[src/rtl/shift_pkg.sv]
package shift_pkg;

   typedef enum logic [1:0] {
      SZ_BYTE     = 2'b00,
      SZ_WORD     = 2'b01,
      SZ_LONG     = 2'b10,
      SZ_LONG_ALT = 2'b11
   } size_e;

   function automatic logic is_byte(size_e s);
      return s == SZ_BYTE;
   endfunction

   function automatic logic is_word(size_e s);
      return s == SZ_WORD;
   endfunction

endpackage

[src/rtl/shift_count_sel.sv]
module shift_count_sel
   import shift_pkg::*;
#(
   parameter int IMM_W = 3,
   parameter int CNT_W = 6
) (
   input  logic             from_reg,
   input  logic [IMM_W-1:0] imm,
   input  logic [CNT_W-1:0] reg_low,
   output logic [CNT_W-1:0] count
);
   localparam logic [CNT_W-1:0] IMM_ZERO_CNT = CNT_W'(2 ** IMM_W);

   logic [CNT_W-1:0] imm_ext;

   generate
      if (CNT_W > IMM_W) begin : g_ext
         assign imm_ext = {{(CNT_W-IMM_W){1'b0}}, imm};
      end else begin : g_noext
         assign imm_ext = imm[CNT_W-1:0];
      end
   endgenerate

   always_comb begin
      if (from_reg)
         count = reg_low;
      else if (imm == '0)
         count = IMM_ZERO_CNT;
      else
         count = imm_ext;
   end
endmodule

[src/rtl/shift_step.sv]
module shift_step
   import shift_pkg::*;
#(
   parameter int LANE_W = 8,
   parameter int DATA_W = 32
) (
   input  logic [DATA_W-1:0] cur,
   input  size_e             sz,
   input  logic              left,
   output logic [DATA_W-1:0] nxt,
   output logic              out_bit
);
   logic top_bit;

   always_comb begin
      if (is_byte(sz))
         top_bit = cur[LANE_W-1];
      else if (is_word(sz))
         top_bit = cur[2*LANE_W-1];
      else
         top_bit = cur[DATA_W-1];
      out_bit = left ? top_bit : cur[0];
   end

   generate
      for (genvar i = 0; i < DATA_W; i++) begin : g_bit
         localparam bit IN_B  = (i < LANE_W);
         localparam bit IN_W  = (i < 2*LANE_W);
         localparam bit TOP_B = (i == LANE_W-1);
         localparam bit TOP_W = (i == 2*LANE_W-1);
         localparam bit TOP_L = (i == DATA_W-1);
         logic in_field, is_top, from_low, from_high;

         assign in_field = is_byte(sz) ? IN_B : (is_word(sz) ? IN_W : 1'b1);
         assign is_top   = is_byte(sz) ? TOP_B : (is_word(sz) ? TOP_W : TOP_L);

         if (i == 0) begin : g_lo_edge
            assign from_low = 1'b0;
         end else begin : g_lo
            assign from_low = cur[i-1];
         end

         if (i == DATA_W-1) begin : g_hi_edge
            assign from_high = 1'b0;
         end else begin : g_hi
            assign from_high = cur[i+1];
         end

         assign nxt[i] = !in_field ? cur[i] :
                         left      ? from_low :
                         is_top    ? 1'b0 : from_high;
      end
   endgenerate
endmodule

[src/rtl/shift_flags.sv]
module shift_flags
   import shift_pkg::*;
#(
   parameter int LANE_W = 8,
   parameter int DATA_W = 32
) (
   input  logic [DATA_W-1:0] val,
   input  size_e             sz,
   output logic [DATA_W-1:0] field_mask,
   output logic              msb,
   output logic              zero
);
   localparam logic [DATA_W-1:0] MASK_B = {{(DATA_W-LANE_W){1'b0}}, {LANE_W{1'b1}}};
   localparam logic [DATA_W-1:0] MASK_W = {{(DATA_W-2*LANE_W){1'b0}}, {(2*LANE_W){1'b1}}};
   localparam logic [DATA_W-1:0] MASK_L = {DATA_W{1'b1}};

   always_comb begin
      if (is_byte(sz)) begin
         field_mask = MASK_B;
         msb        = val[LANE_W-1];
      end else if (is_word(sz)) begin
         field_mask = MASK_W;
         msb        = val[2*LANE_W-1];
      end else begin
         field_mask = MASK_L;
         msb        = val[DATA_W-1];
      end
      zero = (val & field_mask) == '0;
   end
endmodule

[src/rtl/sized_lshift.sv]
module sized_lshift
   import shift_pkg::*;
#(
   parameter  int LANE_W = 8,
   parameter  int IMM_W  = 3,
   parameter  int CNT_W  = 6,
   localparam int DATA_W = 4 * LANE_W
) (
   input  logic              clk,
   input  logic              rst_n,
   input  logic              start,
   input  logic              shift_left,
   input  logic [1:0]        size,
   input  logic              cnt_src,
   input  logic [IMM_W-1:0]  cnt_imm,
   input  logic [DATA_W-1:0] cnt_reg,
   input  logic [DATA_W-1:0] operand,
   input  logic              x_in,
   output logic              busy,
   output logic              done,
   output logic [DATA_W-1:0] result,
   output logic              flag_n,
   output logic              flag_z,
   output logic              flag_v,
   output logic              flag_c,
   output logic              flag_x
);
   generate
      if (LANE_W < 2) begin : g_bad_lane
         $error("LANE_W must be at least 2");
      end
      if (CNT_W <= IMM_W) begin : g_bad_cnt
         $error("CNT_W must exceed IMM_W so the zero-field count fits");
      end
      if (CNT_W >= DATA_W) begin : g_bad_reg
         $error("CNT_W must be narrower than the data path");
      end
   endgenerate

   logic              busy_q, done_q, left_q, last_q, xtrk_q;
   size_e             size_q;
   logic [CNT_W-1:0]  remain_q, cnt_sel;
   logic [DATA_W-1:0] work_q, step_nxt, field_mask, result_q;
   logic              step_out, f_msb, f_zero;
   logic              n_q, z_q, c_q, x_q;
   logic              unused_cnt_hi;
   logic              accept;

   assign unused_cnt_hi = ^cnt_reg[DATA_W-1:CNT_W];
   assign accept        = start && !busy_q;

   shift_count_sel #(.IMM_W(IMM_W), .CNT_W(CNT_W)) u_cnt (
      .from_reg (cnt_src),
      .imm      (cnt_imm),
      .reg_low  (cnt_reg[CNT_W-1:0]),
      .count    (cnt_sel)
   );

   shift_step #(.LANE_W(LANE_W), .DATA_W(DATA_W)) u_step (
      .cur     (work_q),
      .sz      (size_q),
      .left    (left_q),
      .nxt     (step_nxt),
      .out_bit (step_out)
   );

   shift_flags #(.LANE_W(LANE_W), .DATA_W(DATA_W)) u_flags (
      .val        (work_q),
      .sz         (size_q),
      .field_mask (field_mask),
      .msb        (f_msb),
      .zero       (f_zero)
   );

   always_ff @(posedge clk or negedge rst_n) begin
      if (!rst_n) begin
         busy_q   <= 1'b0;
         done_q   <= 1'b0;
         left_q   <= 1'b0;
         size_q   <= SZ_BYTE;
         remain_q <= '0;
         work_q   <= '0;
         last_q   <= 1'b0;
         xtrk_q   <= 1'b0;
         result_q <= '0;
         n_q      <= 1'b0;
         z_q      <= 1'b0;
         c_q      <= 1'b0;
         x_q      <= 1'b0;
      end else begin
         done_q <= 1'b0;
         if (accept) begin
            busy_q   <= 1'b1;
            left_q   <= shift_left;
            size_q   <= size_e'(size);
            remain_q <= cnt_sel;
            work_q   <= operand;
            last_q   <= 1'b0;
            xtrk_q   <= x_in;
         end else if (busy_q) begin
            if (remain_q == '0) begin
               busy_q   <= 1'b0;
               done_q   <= 1'b1;
               result_q <= work_q;
               n_q      <= f_msb;
               z_q      <= f_zero;
               c_q      <= last_q;
               x_q      <= xtrk_q;
            end else begin
               work_q   <= step_nxt;
               remain_q <= remain_q - CNT_W'(1);
               last_q   <= step_out;
               xtrk_q   <= step_out;
            end
         end
      end
   end

   assign busy   = busy_q;
   assign done   = done_q;
   assign result = result_q;
   assign flag_n = n_q;
   assign flag_z = z_q;
   assign flag_v = 1'b0;
   assign flag_c = c_q;
   assign flag_x = x_q;

   a_r3_done_single: assert property (@(posedge clk) disable iff (!rst_n)
      done_q |=> !done_q);

   a_r3_count_down: assert property (@(posedge clk) disable iff (!rst_n)
      (busy_q && remain_q != '0) |=> (busy_q && remain_q == $past(remain_q) - CNT_W'(1)));

   a_r1_ignore_busy_start: assert property (@(posedge clk) disable iff (!rst_n)
      (busy_q && remain_q != '0 && start) |=> ($stable(size_q) && $stable(left_q)));

   a_r6_upper_kept: assert property (@(posedge clk) disable iff (!rst_n)
      (busy_q && remain_q != '0) |=> (((work_q ^ $past(work_q)) & ~field_mask) == '0));

   a_r11_result_hold: assert property (@(posedge clk) disable iff (!rst_n)
      !done_q |-> ($stable(result_q) && $stable(c_q) && $stable(x_q)));

   a_r8_zero_clears_c: assert property (@(posedge clk) disable iff (!rst_n)
      (accept && cnt_sel == '0) |=> ##1 (done_q && !c_q && result_q == $past(operand, 2)));

   a_r7_carry_last: assert property (@(posedge clk) disable iff (!rst_n)
      (busy_q && remain_q == CNT_W'(1)) |=> ##1 (done_q && c_q == $past(step_out, 2)
                                                 && x_q == $past(step_out, 2)));
endmodule

[config.mk]
export PLATFORM = sky130hd
export DESIGN_NAME = sized_lshift
export DESIGN_NICKNAME = d
export VERILOG_FILES = /design/src/rtl/shift_pkg.sv /design/src/rtl/shift_count_sel.sv /design/src/rtl/shift_step.sv /design/src/rtl/shift_flags.sv /design/src/rtl/sized_lshift.sv
export SDC_FILE = /design/constraint.sdc
export NUM_CORES = 1
export LEC_CHECK = 0
export BUFFER_PORTS_ARGS = -buffer_cell sky130_fd_sc_hd__buf_2
export CAP_MARGIN = 40
export CELL_PAD_IN_SITES_DETAIL_PLACEMENT = 1
export CELL_PAD_IN_SITES_GLOBAL_PLACEMENT = 2
export CORE_ASPECT_RATIO = 0.9
export CORE_MARGIN = 4
export CORE_UTILIZATION = 28
export CTS_CLUSTER_SIZE = 12
export DETAILED_ROUTE_END_ITERATION = 8
export PLACE_DENSITY_LB_ADDON = 0.1
export SYNTH_ARGS = -nofsm -noshare
export SYNTH_HDL_FRONTEND = slang
export SYNTH_SLANG_ARGS = --single-unit
[constraint.sdc]
create_clock -name clk -period 1.9 [get_ports clk]
set_input_delay 0.19 -clock clk [delete_from_list [all_inputs] [get_ports clk]]
set_output_delay 0.19 -clock clk [all_outputs]
set_load 0.1 [all_outputs]
==> impl_results.md <==
* Drt wl/cell at 16.0 µm
* Inst Count DP at 710
* HPWL Detailed at 8.44 mm
* Critical path endpoint: work_q[30]
* H-tree Lvls at 3
* CP top delay family: simple AND/OR/NAND/NOR gates
* CP arrival at 2.14 ns
* Fillers at 1668
* Via count at 3343
* Avg Synthesized Cell Area at 9.40 µm²
* Global-route wire length before repair at 19.1 mm
* Fmax at 522 MHz
* Clock transition at path regs at 0.06 ns
* Worst path depth at 7
* Slew Limit Headroom at 0.645
* Worst path max stage delay at 0.47 ns
* Initial drt markers at 96
* Critical R2R Capture: work_q[30]
* Hold Violations, Final at 0
* Critical path type: reg2reg
* Top cells by count, synth: 81 x dfrtp_1, 78 x nand2_1, 54 x mux2i_1
* Synth area leader: dfrtp_1
* Max clock buf depth at 2
* CP max stage cell: or4b_4
* Die area at 16400 µm²
* Crit-path cells: inv_2 > ha_4 > or4b_4 > o21ai_4 > o21ai_4 > buf_8 > mux2i_2
* Max cap viols at 0
* Post-synth top area share at 0.504
* CTS Root Cell: clkbuf_16
* Die Wd at 134 µm
* Ratio of final minimum period to clock period at 1.01
* Smallest setup slack after layout at -0.0157 ns
* Die height at 122 µm
* Failing checks: setup timing
* Core area at 14100 µm²
* Critical Path RT at 2.12 ns
* CP startpoint kind: flop
* DRC at 0
* GRT Overall Usage at 0.150
* Io pins at 114
* Clock buffer count from CTS at 9
* Area grow syn2layout at 30.9%
* CTS tree: yes
* DR pass1 iterations at 4
* Total congestion overflow at 0
* FP Rows at 41
* Vias per inst at 4.59
* Worst-Margin Slew at 0.532 ns
* Seq/Total Area, Yosys at 0.504
* Layout Cells excl Fill at 729
* Minimum clock period at 1.92 ns
* Worst Reg-to-Reg Cells at 7
* RSZ-0062 raised after global routing: yes
* Buffer and inverter count on the worst path at 2
* HP Class: in2reg
* Worst-path fanout max at 8
* Synthesized Nets at 505
* Synth area leaders: dfrtp_1 50%, mux2i_1 13%, nand2_1 7.3%
* Run status: finished, violations left
* Initial antenna violation count at 0
* Antenna diode count at 0
* Clock Latency Late Sink at 0.35 ns
* Vias in the first global route at 3608
* Worst r2r src: remain_q[1]
* Starting Density at 0.286
* Post-route ant nets at 0
* Cells after Synth at 428
* Wirelength, routed at 11.7 mm
* Reg2reg setup slack at -0.02 ns
* Clk_skew at 0.00612 ns
* Netlist Area Pre-Place at 4030 µm²
* Asr flop ratio synth at 1.00
* Total clock sinks at 81
* Setup violators final at 1
* Largest net degree at the start of global routing at 45
* Synth Register Bits at 81
* Final GP Congestion at 0.773
* Count leader, synth: dfrtp_1
* Post-synth EDFFs at 0
* Crit path launch: remain_q[1]
* Ys Warns at 0
* CP dominant cell by count: o21ai_4
* Slew Limit Fails at 0
* Post-synth cell types at 38
* Min Hold Slack at 0.0719 ns
* Fin nets at 609
* Crit end category: flop
* Port Buffer Count at 86
* Top FF cell, synth: dfrtp_1
* Share of cells above drive strength 1 at 0.287
[layer usage]
layer	GRT usage	up-vias	share of wire
met3	0.0446	12	0.045
met2	0.239	62	0.45
met1	0.201	1616	0.50
met4	0.0363	0	0.011
li1	-	1653	-
met5	0	-	0
[through the flow]
step	worst slack [ns]	cell area, µm²	setup TNS [ns]	utilization
after floorplan	-0.0192	4030	-0.114	-
after global placement	-0.0275	4850	-0.370	0.345
after detailed placement	-0.0931	4850	-1.71	0.345
after CTS	-0.0599	5240	-0.500	0.373
after global routing	-0.119	5270	-1.68	0.375
final	-0.0157	5270	-0.0157	0.375
[how the worst min path moves through the flow]
stage | from | to | slack, ns | cells after the start
after floorplan | rst_n | done | -0.11 | 0
after global placement | rst_n | result[4] | 0.16 | 1
after detailed placement | rst_n | result[4] | 0.16 | 1
after CTS | size[0] | size_q[0] | 0.06 | 3
after global routing | shift_left | left_q | 0.07 | 3
final | shift_left | left_q | 0.07 | 3
[worst register-to-register path: cells and delay by family (launching register included)]
family          cells  cell delay [ns]
flops               1             0.39
mux                 1             0.15
simple gates        1             0.47
compound gates      2             0.38
fa+ha+maj           1             0.13
buf+inv             2             0.27
[flip-flops by register name, summed over array words and instances, names as in the netlist]
signal,cells
flag_n,1
xtrk_q,1
last_q,1
flag_z,1
work_q,32
busy,1
flag_x,1
result,32
done,1
size_q,2
remain_q,6
left_q,1
flag_c,1
[placed cells by master, fill, tap and decap left out, types with 2 or more instances in the layout]
cell,n
o21ai_0,34
buf_12,3
o21ai_4,3
nor4_1,10
clkbuf_16,9
a211oi_1,3
mux2_2,6
nand2b_1,3
dfrtp_1,79
nand2_1,77
a21o_1,3
o211ai_1,3
buf_2,85
clkbuf_8,3
nor2b_1,5
nor2_1,35
buf_4,25
nand3_1,4
inv_2,2
inv_1,24
buf_6,3
bufinv_16,2
mux2i_1,53
a21oi_1,34
[cell type report]
class                      count  area [µm²]  share of cell area
sequential                    81        2030               0.386
multi-input combinational    295        1830               0.347
timing repair buffer         118         732               0.139
clock buffer                  13         270              0.0513
tap                          193         241              0.0458
inverter                      27         105              0.0199
clock inverter                 2        60.1              0.0114
[logic make-up after synthesis]
kind of cell	synth area share
flip-flops	0.504
AND/OR/NAND/NOR	0.152
AO/OA/AOI/OAI	0.132
XOR/XNOR	0.00218
multiplexers	0.151
buffers and inverters	0.0522
other	0.000932
adder cells (fa/ha/maj)	0.00622
[what timing repair did]
action / 4_1_cts / 5_1_grt
gates resized for setup: 8 / 6
cloned: 0 / 0
endpoints found under the setup margin: 50 / 69
hold buffers: 1 / 0
setup buffers: 2 / 1
endpoints found under the hold margin: 26 / 0
pin swaps: 2 / 2
Power is left out: the tool's default activity adds up to more than one toggle a clock period on the data nets, which glitch-free logic cannot reach.
